--- config.mk ---
export PLATFORM = sky130hd
export DESIGN_NAME = kbd_scan_ctl
export DESIGN_NICKNAME = d
export VERILOG_FILES = /design/src/rtl/kbd_scan_ctl.sv
export SDC_FILE = /design/constraint.sdc
export NUM_CORES = 1
export LEC_CHECK = 0
export BUFFER_PORTS_ARGS = -buffer_cell sky130_fd_sc_hd__buf_4
export CELL_PAD_IN_SITES_DETAIL_PLACEMENT = 0
export CELL_PAD_IN_SITES_GLOBAL_PLACEMENT = 2
export CORE_MARGIN = 5
export CORE_UTILIZATION = 24
export CTS_CLUSTER_SIZE = 16
export DETAILED_ROUTE_END_ITERATION = 10
export GPL_TIMING_DRIVEN = 0
export PLACE_DENSITY_LB_ADDON = 0.1
export SLEW_MARGIN = 10
export SYNTH_ARGS = -nofsm -noshare
export SYNTH_HDL_FRONTEND = slang
export SYNTH_SLANG_ARGS = --single-unit
--- constraint.sdc ---
create_clock -name clk -period 2.5 [get_ports clk]
set_clock_uncertainty 0.1 [all_clocks]
set_input_delay 0.25 -clock clk [delete_from_list [all_inputs] [get_ports clk]]
set_output_delay 0.25 -clock clk [all_outputs]
set_load 0.02 [all_outputs]
--- src/rtl/kbd_scan_ctl.sv ---
module kbd_scan_ctl #(
  parameter int          COL_BITS = 3,
  parameter int          ROW_BITS = 3,
  parameter int          BUS_W    = 8,
  parameter logic [15:0] KEY_ADDR = 16'hFFE0
) (
  input  logic                      clk,
  input  logic                      rst_n,
  input  logic                      hsync_in,
  input  logic [(1<<ROW_BITS)-1:0]  sense_n,
  input  logic [15:0]               cpu_addr,
  input  logic                      cpu_rd,
  output logic [(1<<COL_BITS)-1:0]  drive_n,
  output logic                      irq,
  output logic [BUS_W-1:0]          bus_dout,
  output logic                      bus_oe
);
  localparam int NCOL = 1 << COL_BITS;
  localparam int CODE_W = COL_BITS + ROW_BITS;
  localparam logic [COL_BITS-1:0] COL_TOP = '1;
  localparam logic [ROW_BITS-1:0] ROW_TOP = '1;

  logic [2:0]          hs_sync;
  logic [COL_BITS-1:0] col;
  logic [ROW_BITS-1:0] row;
  logic                frozen, skip, rd_q;

  wire step   = hs_sync[1] & ~hs_sync[2];
  wire adv    = step & ~frozen;
  wire rd_now = cpu_rd & (cpu_addr == KEY_ADDR);
  wire rd_end = rd_q & ~rd_now;
  wire hit    = ~frozen & ~skip & ~sense_n[row];

  always_ff @(posedge clk or negedge rst_n) begin
    if (!rst_n) begin
      hs_sync <= '0;
      rd_q    <= 1'b0;
    end else begin
      hs_sync <= {hs_sync[1:0], hsync_in};
      rd_q    <= rd_now;
    end
  end

  always_ff @(posedge clk or negedge rst_n) begin
    if (!rst_n) begin
      col <= COL_TOP;
      row <= ROW_TOP;
    end else if (adv) begin
      col <= col - 1'b1;
      if (col == '0) row <= row - 1'b1;
    end
  end

  always_ff @(posedge clk or negedge rst_n) begin
    if (!rst_n) begin
      frozen <= 1'b0;
      skip   <= 1'b0;
    end else if (rd_end) begin
      frozen <= 1'b0;
      skip   <= 1'b1;
    end else begin
      if (hit) frozen <= 1'b1;
      if (adv) skip <= 1'b0;
    end
  end

  genvar g;
  generate
    for (g = 0; g < NCOL; g++) begin : g_drv
      assign drive_n[g] = (col != COL_BITS'(g));
    end
  endgenerate

  assign irq      = frozen;
  assign bus_oe   = rd_now;
  assign bus_dout = rd_now ? BUS_W'({row, col}) : '0;

  p_col_step_r2: assert property (@(posedge clk) disable iff (!rst_n)
    adv |=> col == $past(col) - 1'b1);
  p_row_hold_r3: assert property (@(posedge clk) disable iff (!rst_n)
    (adv && col != '0) |=> $stable(row));
  p_hit_irq_r4: assert property (@(posedge clk) disable iff (!rst_n)
    (!irq && !skip && !sense_n[row] && !rd_end) |=> irq);
  p_frozen_hold_r4: assert property (@(posedge clk) disable iff (!rst_n)
    (irq && !rd_end) |=> ($stable(col) && $stable(row)));
  p_upper_zero_r5: assert property (@(posedge clk) disable iff (!rst_n)
    bus_oe |-> bus_dout[BUS_W-1:CODE_W] == '0);
  p_release_r7: assert property (@(posedge clk) disable iff (!rst_n)
    rd_end |=> !irq);
endmodule

Word-level counts from Yosys, hierarchy flattened
Index checks and enable logic that the tools add are counted.
Storage, ports and cells
  memories kept: 0
  register bits: 12
  bits in read-only memories: 0
  bits of input ports: 28
  word-level logic and storage cells: 40
  bits in writable memories: 0
  latch bits: 0
Cells by class
  multiply operators: 0
  order comparisons: 1
  reduce and logical (&&, ||, !) cells: 5
  div/mod/pow operators: 0
  bitwise gates (word level): 11
  shift-type cells: 0
  equality and inequality tests: 8
  muxes and demuxes: 7
  add/subtract/negate cells: 2
Operators with widths (count)
  16-bit == test, second input constant: 1
  3-bit inequality test, second input constant: 4
  1-bit bitwise AND: 6
  6-bit 2-to-1 mux: 1
  3-bit by 2-bit inequality test with 1-bit output, second input constant: 2
  3-bit by 1-bit subtractor with 3-bit output, second input constant: 2
  1-bit 2-to-1 mux: 5
  1-bit inverter: 5
  3-bit by 4-bit < comparator with 1-bit output, second input constant: 1
  2-bit nonzero test: 2
  1-bit binary-select mux with 3-bit select: 1
  3-bit zero test: 1
  3-bit by 1-bit inequality test with 1-bit output, second input constant: 1
  3-bit nonzero test: 1
  2-bit AND reduction: 1

Longest topological paths before layout
Gate-level depths: netlist of the first run.
  depth after elaboration: 6
  depth in mapped cells: 6
  depth with buffers taken out: 6

Worst setup path before layout of the first run
No wires, ideal clock.
  kind: input-to-output
  from: input cpu_addr[3]
  to: output bus_dout[0]
  data required time: 2.150 ns
  setup slack: 0.696 ns
  stages on the path: 4
  arrival time: 1.454 ns
  cell sequence: nor4b_2 > nand2_1 > nor4_4 > and2_2
Between the ends
  cells in the longest elaborated chain, start to end: 3
Ends and longest elaborated chain
  start, declared: RTL line 11  | input logic [15:0] cpu_addr,
  16-bit == test: RTL line 30  | wire rd_now = cpu_rd & (cpu_addr == KEY_ADDR);
  1-bit bitwise AND: RTL line 30
  net bus_oe: RTL line 16  | output logic bus_oe
  6-bit 2-to-1 mux: RTL line 76  | assign bus_dout = rd_now ? BUS_W'({row, col}) : '0;
  end, declared: RTL line 15  | output logic [BUS_W-1:0] bus_dout,
The timed path passes the listed nets, and every way through them passes these cells.

Worst setup path after layout of the first run
  from: input cpu_addr[3]
  to: output bus_dout[2]
Between the ends
  cells in the longest elaborated chain, start to end: 3
Ends and longest elaborated chain (RTL line)
  16-bit == test: 30
  1-bit bitwise AND: 30
  6-bit 2-to-1 mux: 76
No other way between the ends.

==> impl_metrics.yaml, run 1 <==
yosys:
  yosys.cell_count.top_type: "nand2_1"
  synth_common_cells: "9 x nand2_1, 7 x inv_1"
  synth_seq_cells: 12
  synth-edff-count: 0
  synth.cell_area_um2: 750.7
  avgSynthCellArea_um2: 10.01
  syn_inst: 75
  ys.flop_type: "dfstp_2"
  synth_area_leaders: "dfstp_2 21%, dfrtp_1 20%, ha_1 10%, and2_2 6.0%, nand2_1 4.5%"
  yosys.area.top_type: "dfstp_2"
  synth_top_area_share_pct: 21.00
  ys_types: 25
  ys_async_sr_fraction_pct: 100.0
  yosys_warnings: 0
  synth-seq-area-share_pct: 41.00
pwr:
  p_clk_share_pct: 17.9
  p_per_area_nw_per_um2: 706.3
  irDropWorstVdd_uv: 351.4
  p_int_uw: 531.8
  switching_share_pct: 36.65
  p_comb_share_pct: 45.0
  switchingPower_uw: 307.7
  seqPwrFrac_pct: 37.1
  power_uw: 839.5
  p_leak_uw: 0.0005753
detailed_routing:
  drcViolationCount: 0
  drtIter0Drc: 3
  ant_nets: 0
  viasPerCell: 3.929
  wl_per_cell_um: 10.54
  routed_wl_mm: 1.782
  vias: 664
  first_pass_iters: 2
finish:
  fin_cells: 169
  fillCellCount: 335
  diodes: 0
  drive_gt1_share_pct: 52.00
  fin_nets: 160
  area_delta_synth_final_pct: 58.33
grt:
  antenna_found_initial: 0
  grt_pass1_wl_mm: 2.911
  first_global_vias: 689
  grt_start_max_net_pins: 13
  grt_usage_pct: 8.810
  grt_overflow: 0
sta:
  fmax_mhz: 509.3
  hold_violations: 0
  slew_viol_final: 0
  min_period_over_period_pct: 78.54
  tightest_slew_ps: 505.0
  setup_viol: 0
  fin_crit_ps: 1964
  tns_ps: 0
  max-slew-margin-rel_pct: 66.08
  rsz0062_at_grt: "no"
  whs_ps: 204.8
floorplanning:
  die-area_um2: 4347
  die_y_um: 65.93
  design.core.area_um2: 3028
  rows: 20
  io_pins: 46
  initial_core_util_pct: 24.79
  fp.dieW_um: 65.93
critical_path:
  path_class: "in -> out"
  cp.arrival_ps: 1610
  setup.worst_path.start_class: "input port"
  crit_required_ps: 2150
  path_max_fanout: 10
  crit_path_end_kind: "output pin"
min_path:
  hold_class: "in -> reg"
placement:
  place.gp.congestion: 0.6609
  io_buffer_count: 43
  placed_cells_incl_taps: 163
  place_hpwl_mm: 1.468
flow_run:
  max_cap_viol_count: 0
cts:
  postCtsSetupRepairBufs: 0
  h-tree-depth: 1
  worstSkewPairLatency_ps: 270
  path_clk_slew_ps: 80
  cts_buffer_depth: 2
  cts_resized: 0
  clock-root-buffer: "clkbuf_4"
  cts_tree: "built"
  cts_buffers: 3
  cts_sinks: 12
run_status:
  status: "completed"
==> registers in the layout, summed over array words and instances (netlist names) <==
signal   flops
irq          1
row          3
hs_sync      3
rd_q         1
col          3
skip         1
==> power by group through the flow <==
stage / Sequential, µW / Combinational, µW / Clock, µW
after floorplan: 301 / 235 / 0
after global placement: 316 / 378 / 0
after detailed placement: 319 / 380 / 0
after CTS: 315 / 388 / 158
after global routing: 323 / 421 / 168
final: 311 / 378 / 150
==> cells by family (layout without fill, tap and decap cells) <==
group                      count (synthesis)  in the layout  share of synthesized area (%)
and+or+nand+nor                           31             31                          25.83
DFF                                       12             12                          41.00
buffers and inverters                     12             61                          7.000
adders and majority gates                  6              6                          10.00
AOI/OAI and AO/OA                          6              6                          5.334
xor gates and xnor gates                   4              4                          4.668
muxes                                      3              3                          5.667
other                                      1              2                         0.4995
==> critical path, cell delays in order <==
cell	delay [ps]
buf_4	110
nor4b_2	250
nand2_1	120
nor4_4	530
and2_2	230
buf_4	130
==> routing by layer <==
metal	global-route usage, %	wire (µm)
met1	9.771	729
met2	15.14	941
met3	2.041	111
met4	5.330	0
met5	0	0
==> placed cells by master (no fill, tap or decap), drive strengths merged <==
master,instances
nand4,2
nor4,1
dlygate4sd3,2
dfrtp,6
buf,45
nand2b,4
or3b,1
mux2i,2
xor2,1
nor2,4
a221oi,1
nand3,1
o221a,1
or2,1
nor2b,1
dfstp,6
inv,7
o21ai,4
ha,6
nor4b,1
xnor2,3
clkbuf,7
and2,6
mux4,1
conb,2
nand2,9
==> stage by stage <==
stage          cell area (µm²)  setup WS [ps]  util, %
6_report                  1189          536.5    39.26
5_1_grt                   1189          393.3    39.26
4_1_cts                   1189          464.8    39.26
3_5_place_dp              1132          467.7    37.40
3_3_place_gp              1132          480.4    37.40
2_1_floorplan            754.5          696.2        -
==> area by class of cell <==
type	count	area (µm²)	area share, %
tap	44	55.05	4.632
inverter	7	26.28	2.211
multi-input combinational	52	394.1	33.16
sequential	12	307.8	25.89
clock buffer	4	36.28	3.053
timing repair buffer	45	342.8	28.84
buffer	5	26.28	2.211
==> final timing paths <==
| path | start | cells past startpoint | to | slack (ps) |
|---|---|---|---|---|
| max | cpu_addr[3] | 6 | bus_dout[2] | 540 |
| min | cpu_addr[0] | 4 | rd_q | 200 |
| max reg2reg | row[2] | 4 | irq | 850 |
| min reg2reg | hs_sync[0] | 0 | hs_sync[1] | 250 |
| max in group asynchronous | rst_n | 2 | col[0] | 1810 |
| min in group asynchronous | rst_n | 2 | irq | 250 |
==> timing repair <==
| action | 4_1_cts | 5_1_grt |
|---|---|---|
| setup endpoints to repair | 0 | 0 |
| hold buffers | 2 | 0 |
| endpoints found under the hold margin | 13 | 0 |
Note: power is estimated with default switching activity, not from simulation.
==> run 2: changes to the inputs <==
- ABC_AREA: not set -> 1
- CORE_UTILIZATION: 24 -> 19
- clock period: 2.5 -> 1.7 ns (I/O delays scaled with it)
==> run 2 against run 1 <==
Against the previous run:
- register-to-register slack got worse by 440 ps
- critical endpoint is now drive_n[6]
- critical path type is now reg -> out
- synthesized cell count increased by 31%
- critical path depth decreased by 2
- power increased by 30%
- final cell count increased by 17%
- first-iteration DRC count increased to 4.7 times the previous value
- wire length increased by 7.8%
- area after synthesis increased by 1.2%
==> impl_metrics.yaml, run 2 <==
sta:
  setup_slack_ps: 98.45
  slew_viol_final: 0
  tns_ps: 0
  hold_violations: 0
  setup_viol: 0
  whs_ps: 125.3
  rsz0062_at_grt: "no"
  fmax_mhz: 624.4
  min_period_over_period_pct: 94.21
  fin_crit_ps: 1602
yosys:
  synth_area_leaders: "dfstp_2 21%, dfrtp_1 20%, nand2_1 13%, ha_1 9.9%, inv_1 8.9%"
  yosys.cell_count.top_type: "nand2_1"
  synth_seq_cells: 12
  synth-seq-area-share_pct: 40.53
  synth.cell_area_um2: 759.5
  avgSynthCellArea_um2: 7.750
  synth-edff-count: 0
  synth_common_cells: "26 x nand2_1, 18 x inv_1, 11 x nor2_1"
  ys_types: 20
  ys.flop_type: "dfstp_2"
  synth_top_area_share_pct: 20.76
  ys_async_sr_fraction_pct: 100.0
  yosys.area.top_type: "dfstp_2"
  yosys_warnings: 0
  syn_inst: 98
floorplanning:
  die_y_um: 73.23
  initial_core_util_pct: 19.26
  io_pins: 46
  rows: 23
  fp.dieW_um: 73.23
  die-area_um2: 5362
  design.core.area_um2: 3943
placement:
  place_ws_ps: 239.7
  io_buffer_count: 43
  placed_area_um2: 1149
  place_hpwl_mm: 1.607
  place.gp.congestion: 0.6840
run_status:
  status: "completed"
pwr:
  p_leak_uw: 0.0006512
  p_per_area_nw_per_um2: 887.7
  irDropWorstVdd_uv: 505.3
grt:
  antenna_found_initial: 0
  grt_start_max_net_pins: 13
  grt_overflow: 0
  grt_pass1_wl_mm: 3.284
  first_global_vias: 786
  grt_usage_pct: 7.762
critical_path:
  crit_required_ps: 1430
  crit_path_end_kind: "output pin"
  path_max_fanout: 4
  path_class: "reg -> out"
  setup.worst_path.start_class: "flip-flop"
  cp.arrival_ps: 1330
detailed_routing:
  routed_wl_mm: 1.921
  viasPerCell: 3.702
  ant_nets: 0
  first_pass_iters: 4
  wl_per_cell_um: 9.702
  vias: 733
  drcViolationCount: 0
  drtIter0Drc: 14
finish:
  diodes: 0
  final-seq-area_um2: 307.8
  fillCellCount: 423
  top_regs: "col (3), hs_sync (3), row (3)"
  fin_nets: 183
  area_delta_synth_final_pct: 61.45
  final_cell_mix: "45 x buf_4, 26 x nand2_1, 18 x inv_1"
  drive_gt1_share_pct: 41.22
  multi_input_area_um2: 367.9
  postLayoutCellArea_um2: 1226
  layout_commonest_cell: "buf_4"
cts:
  h-tree-depth: 1
  path_clk_slew_ps: 50
  cts_tree: "built"
  worstSkewPairLatency_ps: 240
  cts_buffer_depth: 2
  cts_buffers: 3
  postCtsSetupRepairBufs: 0
  clock-root-buffer: "clkbuf_8"
  cts_sinks: 12
flow_run:
  max_cap_viol_count: 0
min_path:
  hold_class: "in -> reg"
## run 2: changes by cell type after synthesis, sizes merged, moves of 3 or more
cell	previous run	this run
xor2	1	4
o21ai	4	1
nand2b	4	0
and2	6	0
nand2	9	26
xnor2	3	0
nand3	1	7
nor2	4	12
clkbuf	3	0
inv	7	20
## run 2: final timing paths
path                       slack (ps)   startpoint    endpoint  cells after the start
min in group asynchronous         200        rst_n         irq                      2
hold / removal                    130  cpu_addr[0]        rd_q                      4
setup reg to reg                  410       col[0]      row[2]                      4
max in group asynchronous        1070        rst_n      col[1]                      2
hold reg to reg                   250   hs_sync[0]  hs_sync[1]                      0
setup / recovery                  100       col[0]  drive_n[6]                      4
## run 2: final cells by class
class                   count  area share [%]
repair buffers             45           27.96
inverters                  20           6.122
multi-input cells          65           30.00
flip-flops and latches     12           25.10
well taps                  50           5.102
plain buffers               2           1.224
clock buffers               4           4.490
## run 2: cell families after synthesis
group / after synthesis / synth area share (%)
other: 1 / 0.4938
AND/OR/NAND/NOR: 49 / 29.16
multiplexers: 1 / 1.318
AO/OA/AOI/OAI: 3 / 2.141
buffers and inverters: 22 / 11.86
flip-flops: 12 / 40.53
XOR/XNOR: 4 / 4.612
adder cells (fa/ha/maj): 6 / 9.884
## run 2: what timing repair did
item	CTS	global route
gates resized for setup	0	1
hold buffers	2	0
setup endpoints to repair	0	2
endpoints found under the hold margin	13	0
## run 2: per-stage QoR
step           instances  power (µW)  util (%)
2_1_floorplan         99       610.4         -
3_3_place_gp         192       785.3     29.13
3_5_place_dp         192       786.5     29.13
4_1_cts              198        1108     31.04
5_1_grt              198        1168     31.10
6_report             198        1088     31.10
## run 2: layer usage
metal	vias to the layer above	share of wire, %	track usage (%)
li1	390	-	-
met1	318	42	8.855
met2	23	50	13.11
met3	2	8.4	3.581
met4	0	0.42	1.844
met5	-	0	0
## run 2: critical path: stages, from the launching register on
cell	delay (ps)
dfstp_2	560
inv_1	90
ha_1	230
nand2_1	70
buf_4	130
## run 2: power breakdown
group	switching [µW]	leakage (µW)	total, µW	internal, µW
combinational	220	0.000489	395	175
clock	104	0.0000288	309	204
sequential	37.3	0.000134	385	347
total	361	0.000651	1090	727
==> run 3: changes to the inputs <==
- PLACE_DENSITY: not set -> 0.78
- PLACE_DENSITY_LB_ADDON: 0.1 -> not set
==> run 3 against run 2 <==
Against the previous run:
- utilization unchanged
- maximum frequency up 0.85%
- critical path type unchanged
- worst hold slack about the same
- cell area unchanged
- setup slack better by 14 ps
- critical path depth unchanged
- wire length up 1.4%
- largest power group unchanged
- combinational power down 2%
- flip-flop and latch count unchanged
- clock power about the same
- sequential share of layout area unchanged
- critical endpoint is now drive_n[0]
- power down 0.64%
==> impl_metrics.yaml, run 3 (synthesized netlist as in run 2, its figures left out) <==
finish:
  diodes: 0
  layout_commonest_cell: "buf_4"
  top_regs: "col (3), hs_sync (3), row (3)"
  drive_gt1_share_pct: 41.22
  final_cell_mix: "45 x buf_4, 26 x nand2_1, 18 x inv_1"
  fin_util_pct: 31.10
  fin_nets: 183
  area_delta_synth_final_pct: 61.45
  fin_cells: 198
sta:
  slew_viol_final: 0
  setup_viol: 0
  rsz0062_at_grt: "no"
  fmax_mhz: 629.7
  min_period_over_period_pct: 93.41
  fin_crit_ps: 1588
  tns_ps: 0
  hold_violations: 0
  setup_slack_ps: 112.0
grt:
  use_met2_pct: 12.31
  grt_overflow: 0
  grt_usage_pct: 7.657
  busiest_layer: "met2"
  grtUsageMet1_pct: 9.053
  grt_start_max_net_pins: 13
  grt_pass1_wl_mm: 3.187
  antenna_found_initial: 0
  grt_util_met3_pct: 3.030
  first_global_vias: 741
critical_path:
  crit_required_ps: 1430
  cp.arrival_ps: 1320
  path_max_fanout: 4
  crit_path_end_kind: "output pin"
  path_class: "reg -> out"
  setup.worst_path.start_class: "flip-flop"
run_status:
  status: "completed"
pwr:
  irDropWorstVdd_uv: 206.1
  power_uw: 1081
  p_leak_uw: 0.0006512
  p_per_area_nw_per_um2: 882.0
placement:
  place.gp.congestion: 0.7393
  placed_cells_incl_taps: 192
  place_hpwl_mm: 1.675
  place_ws_ps: 228.5
  io_buffer_count: 43
floorplanning:
  fp.dieW_um: 73.23
  die-area_um2: 5362
  initial_core_util_pct: 19.26
  design.core.area_um2: 3943
  rows: 23
  io_pins: 46
  die_y_um: 73.23
detailed_routing:
  first_pass_iters: 3
  vias: 743
  routed_wl_mm: 1.947
  ant_nets: 0
  viasPerCell: 3.753
  wl_per_cell_um: 9.833
  drtIter0Drc: 18
  drcViolationCount: 0
cts:
  worstSkewPairLatency_ps: 240
  path_clk_slew_ps: 50
  cts_sinks: 12
  h-tree-depth: 1
  cts_buffer_depth: 2
  clock-root-buffer: "clkbuf_8"
  cts_tree: "built"
  cts_buffers: 3
flow_run:
  max_cap_viol_count: 0
min_path:
  hold_class: "in -> reg"
-- run 3: final timing paths --
check                            startpoint    endpoint  slack (ps)  cells past startpoint
min in group asynchronous             rst_n        skip         210                      2
worst max-delay path                 col[0]  drive_n[0]         110                      4
worst max register to register       col[0]      row[2]         380                      4
max in group asynchronous             rst_n      row[2]        1060                      2
worst min register to register   hs_sync[0]  hs_sync[1]         260                      0
worst min-delay path            cpu_addr[0]        rd_q         130                      4
-- run 3: what timing repair did --
action,in CTS,in global routing
endpoints found under the hold margin,13,0
endpoints found under the setup margin,0,2
hold buffers,2,0
resized for setup,0,1
setup buffers,0,0
-- run 3: per-layer routing --
metal | share of wire [%] | vias up | routed length (µm)
met3 | 13 | 4 | 260
li1 | - | 389 | -
met1 | 41 | 312 | 808
met2 | 44 | 38 | 853
met4 | 1.2 | 0 | 24
met5 | 0 | - | 0
-- run 3: where the power goes --
| group | internal (µW) | total, µW | switching, µW | leakage (µW) |
|---|---|---|---|---|
| Combinational | 175 | 389 | 214 | 0.000489 |
| Clock | 204 | 306 | 102 | 0.0000288 |
| Sequential | 348 | 387 | 39.4 | 0.000134 |
-- run 3: worst max-delay path: stages (launching register included) --
cell,delay (ps)
dfstp_2,560
inv_1,90
ha_2,220
nand2_1,70
buf_4,130
-- run 3: stage by stage --
stage	hold slack, ps	area [µm²]
5_1_grt	141.9	1226
6_report	125.7	1226
3_3_place_gp	-88.80	1149
3_5_place_dp	-82.83	1149
4_1_cts	124.2	1224
2_1_floorplan	-225.6	763.2
-- run 3: area by class of cell --
class / count / area (µm²)
fill: 432 / 2716
multi-input combinational: 65 / 367.9
timing repair buffer: 45 / 342.8
sequential: 12 / 307.8
inverter: 20 / 75.07
tap: 50 / 62.56
clock buffer: 4 / 55.05
buffer: 2 / 15.01
